<file path="src/rtl/gr_exp_scaler.sv">
module gr_exp_scaler #(
  parameter int MANT_W  = 14,
  parameter int EXP_W   = 3,
  parameter int SCALE_W = 5
) (
  input  logic                                   clk,
  input  logic                                   rst_n,
  input  logic                                   in_valid,
  input  logic [MANT_W-1:0]                      mant,
  input  logic [EXP_W-1:0]                       expo,
  input  logic                                   exp_invert,
  input  logic [EXP_W-1:0]                       exp_offset,
  input  logic [2*SCALE_W-1:0]                   scale_word,
  input  logic                                   level_loud,
  output logic                                   out_valid,
  output logic [MANT_W+(1<<EXP_W)-2:0]           out_data,
  output logic [SCALE_W-1:0]                     out_scale
);
  localparam int FRAC_W = (1 << EXP_W) - 1;
  localparam int OUT_W  = MANT_W + FRAC_W;

  logic [EXP_W-1:0]        exp_eff;
  logic [EXP_W-1:0]        shift_amt;
  logic signed [OUT_W-1:0] aligned;
  logic signed [OUT_W-1:0] shifted;
  logic [SCALE_W-1:0]      scale_sel;

  assign exp_eff   = exp_invert ? ~expo : expo;
  assign shift_amt = exp_eff + exp_offset;
  assign aligned   = $signed({mant, {FRAC_W{1'b0}}});
  assign shifted   = aligned >>> shift_amt;
  assign scale_sel = level_loud ? scale_word[SCALE_W-1:0]
                                : scale_word[2*SCALE_W-1:SCALE_W];

  always_ff @(posedge clk) begin
    if (!rst_n) begin
      out_valid <= 1'b0;
      out_data  <= '0;
      out_scale <= '0;
    end else begin
      out_valid <= in_valid;
      if (in_valid) begin
        out_data  <= shifted;
        out_scale <= scale_sel;
      end
    end
  end

  AST_RESET_CLEAR: assert property (@(posedge clk)
    !rst_n |=> (!out_valid && out_data == '0 && out_scale == '0));

  AST_VALID_FOLLOWS: assert property (@(posedge clk) disable iff (!rst_n)
    in_valid |=> out_valid);

  AST_SIGN_KEPT: assert property (@(posedge clk) disable iff (!rst_n)
    in_valid |=> out_data[OUT_W-1] == $past(mant[MANT_W-1]));

  AST_LOUD_SCALE: assert property (@(posedge clk) disable iff (!rst_n)
    (in_valid && level_loud) |=> out_scale == $past(scale_word[SCALE_W-1:0]));

  AST_QUIET_SCALE: assert property (@(posedge clk) disable iff (!rst_n)
    (in_valid && !level_loud) |=> out_scale == $past(scale_word[2*SCALE_W-1:SCALE_W]));

  AST_PASS_THROUGH: assert property (@(posedge clk) disable iff (!rst_n)
    (in_valid && !exp_invert && exp_offset == '0 && expo == '0)
      |=> out_data == {$past(mant), {FRAC_W{1'b0}}});

  AST_IDLE_HOLD: assert property (@(posedge clk) disable iff (!rst_n)
    !in_valid |=> (!out_valid && $stable(out_data) && $stable(out_scale)));
endmodule

</file>
<file path="config.mk">
export PLATFORM = sky130hd
export DESIGN_NAME = gr_exp_scaler
export DESIGN_NICKNAME = d
export VERILOG_FILES = /design/src/rtl/gr_exp_scaler.sv
export SDC_FILE = /design/constraint.sdc
export NUM_CORES = 1
export LEC_CHECK = 0
export BUFFER_PORTS_ARGS = -buffer_cell sky130_fd_sc_hd__buf_2
export CAP_MARGIN = 30
export CELL_PAD_IN_SITES_DETAIL_PLACEMENT = 2
export CELL_PAD_IN_SITES_GLOBAL_PLACEMENT = 2
export CORE_MARGIN = 1
export CORE_UTILIZATION = 31
export DETAILED_ROUTE_END_ITERATION = 6
export PLACE_DENSITY_LB_ADDON = 0.1
export SKIP_CTS_REPAIR_TIMING = 1
export SYNTH_ARGS = -nofsm -noshare
export SYNTH_HDL_FRONTEND = slang
export SYNTH_SLANG_ARGS = --single-unit
</file>
<file path="constraint.sdc">
create_clock -name clk -period 4.35 [get_ports clk]
set_input_delay 0.87 -clock clk [delete_from_list [all_inputs] [get_ports clk]]
set_output_delay 0.87 -clock clk [all_outputs]
set_load 0.02 [all_outputs]
</file>
==> impl_metrics.yaml <==
timing:
  relSlewSlack_pct: 48.4
  min_period_over_period_pct: 70.6
  worst_pin_slew_ns: 0.774
  finClkSkew_ns: 0
  fmax_mhz: 326
  setup_slack_ns: 1.28
  setup_viol: 0
  hold_viol: 0
  maxSlewViolCount: 0
  rsz0062_at_grt: "no"
  whs_ns: 0.475
  fin_crit_ns: 3.07
  finalSetupTns_ns: 0
logic_synthesis:
  ys_seq_elements: 27
  synth_cell_types: 24
  avgSynthCellArea_um2: 10.1
  synth_xor_area_share_pct: 3.21
  yosys.area_share.adder_pct: 2.81
  synth_top_family_by_area: "multiplexers"
  synth_fp_nets: 196
  synth-simple-area-share_pct: 7.90
  synth_warnings: 0
  synthCells: 158
  synth_compound_area_share_pct: 15.8
  seq_area_frac_synth_pct: 33.8
  muxShareOfSynthArea_pct: 30.3
  syn_area_mm2: 0.00160
setup_path:
  crit_chain: "buf_2 > xor2_1 > ha_1 > inv_1 > fa_1 > nor2b_1 > mux2_2 > mux2i_1 > a21oi_1"
  critical_path.endpoint_type: "flip-flop"
  cp_slowest_stage_delay_ns: 0.94
  worstPathRequired_ns: 4.48
  slowest_stage: "fa_1"
  crit_path_start_kind: "input pin"
  worstReg2RegEnd: "out_data[11]"
  crit_start: "exp_invert"
  cp.arrival_ns: 3.20
  r2r-start: "out_data[11]"
  worstSetupPathType: "in2reg"
  rr_worst_depth: 2
  crit_fanout: 18
  r2r_slack_ns: 3.56
power_and_ir_drop:
  finalPower_mw: 0.733
  power_density_mw_per_mm2: 374
  ir_worst_vdd_mv: 0.149
  power.leakage_nw: 0.950
placement:
  place_area_mm2: 0.00192
  placedCellCount: 272
  gp_congestion: 0.802
  hpwl_um: 3250
  post-place-ws_ns: 0.996
  io_buffer_count: 61
finish:
  fillCellCount: 549
  final_util_pct: 40.4
  multi_input_area_um2: 960
  seq_area_um2: 541
  diodes: 0
  final_cell_area_mm2: 0.00196
  syn_to_final_growth_pct: 22.5
  instances_no_fill: 276
  nets: 248
  drive_gt1_share_pct: 36.4
global_routing:
  grt_pass1_vias: 1490
  grt_pass1_wl_um: 6770
  grt_overflow: 0
  track_usage_pct: 16.5
  antenna_found_initial: 0
  grt_max_degree: 50
floorplanning:
  core.rowCount: 25
  initial_core_util_pct: 33.0
  dieWidth_um: 73.9
  die_area_mm2: 0.00545
  ios: 62
  die_h_um: 73.9
  core-area_mm2: 0.00485
clock_tree:
  clk_latency_ns: 0.27
  numCtsBuffers: 3
  clk_pin_slew_worst_paths_ns: 0.09
  cts_max_level: 1
  cts_root_buf: "clkbuf_8"
  cts_max_path_buffers: 2
  clkSinkCount: 27
  cts_tree: "built"
detailed_routing:
  antenna_left: 0
  route.detailed.drc: 0
  drtPass1Iterations: 4
  wl_per_cell_um: 15.1
  drtIter0Drc: 31
  dr_total_vias: 1399
  routed_via_density: 5.07
  wl_um: 4170
worst_hold_path:
  min_path_cells: 2
  hold-path-endpoint: "out_data[1]"
  holdCritPathClass: "reg2reg"
  min_from: "out_data[1]"
status:
  status: "finished clean"
run:
  drv_cap: 0
==> kinds of logic after synthesis <==
logic type               Yosys count
flip-flops                        27
AND/OR/NAND/NOR                   25
AO/OA/AOI/OAI                     43
adder cells (fa/ha/maj)            3
XOR/XNOR                           5
buffers and inverters             18
multiplexers                      37
==> worst max-delay path, delay by kind of cell <==
family          cells  cell delay (ns)
xor+xnor            1             0.20
mux                 2             0.50
compound gates      1             0.08
buf+inv             2             0.18
fa+ha+maj           2             1.13
simple gates        1             0.22
==> placed cells by master (no fill, tap or decap), types with 2 or more instances in the layout <==
| cell type | netlist | routed |
|---|---|---|
| a21oi_1 | 16 | 16 |
| inv_1 | 3 | 3 |
| xnor2_1 | 3 | 3 |
| nor2_1 | 3 | 3 |
| o21ai_0 | 16 | 16 |
| clkbuf_8 | 0 | 3 |
| dfxtp_1 | 27 | 27 |
| o211a_1 | 5 | 5 |
| nand2b_1 | 7 | 7 |
| nand3_1 | 5 | 5 |
| nor2b_1 | 2 | 2 |
| nand2_1 | 7 | 7 |
| mux2i_1 | 27 | 27 |
| mux4_2 | 9 | 9 |
| a21boi_1 | 5 | 5 |
| ha_1 | 2 | 2 |
| buf_2 | 2 | 61 |
==> layer usage <==
| layer | share of wire (%) | vias to the layer above | global-route usage (%) |
|---|---|---|---|
| met2 | 49 | 47 | 30.6 |
| met5 | 0 | - | 0 |
| met3 | 5.5 | 2 | 2.74 |
| met4 | 0.82 | 0 | 5.13 |
| li1 | - | 673 | - |
| met1 | 45 | 677 | 19.3 |
==> sequential cells by signal (all words and copies together), names as in the netlist <==
name / count
out_scale: 5
out_valid: 1
out_data: 21
==> synth_stat cells, drive strengths merged <==
master	n	area [um2]
a21boi	5	37.5
a21oi	16	80.1
buf	6	55.1
clkbuf	9	33.8
dfxtp	27	541
fa	1	20.0
ha	2	25.0
inv	3	11.3
mux2	1	11.3
mux2i	27	270
mux4	9	203
nand2	7	26.3
nand2b	7	43.8
nand3	5	25.0
nand3b	1	7.51
nor2	3	11.3
nor2b	2	12.5
o211a	5	50.1
o21ai	17	85.1
xnor2	4	42.6
xor2	1	8.76
==> report_power, final <==
| part | internal (mW) | switching [mW] | total (mW) |
|---|---|---|---|
| sequential | 0.273 | 0.0117 | 0.285 |
| combinational | 0.138 | 0.170 | 0.308 |
| clock | 0.0656 | 0.0749 | 0.140 |
==> area by class of cell <==
cell class	count	share of cell area [%]
well taps	67	4.28
repair buffers	62	16.3
clock buffers	4	2.30
multi-input cells	113	48.9
inverters	3	0.574
flip-flops and latches	27	27.6
==> worst max path at each step <==
| stage | to | slack [ns] | cells after the start |
|---|---|---|---|
| after floorplan | out_data[4] | 1.60 | 9 |
| after global placement | out_data[13] | 0.94 | 9 |
| after detailed placement | out_data[15] | 1.0 | 9 |
| after CTS | out_data[15] | 1.27 | 9 |
| after global routing | out_data[15] | 1.12 | 9 |
| final | out_data[15] | 1.28 | 9 |
Note: power is estimated with default switching activity, not from simulation.
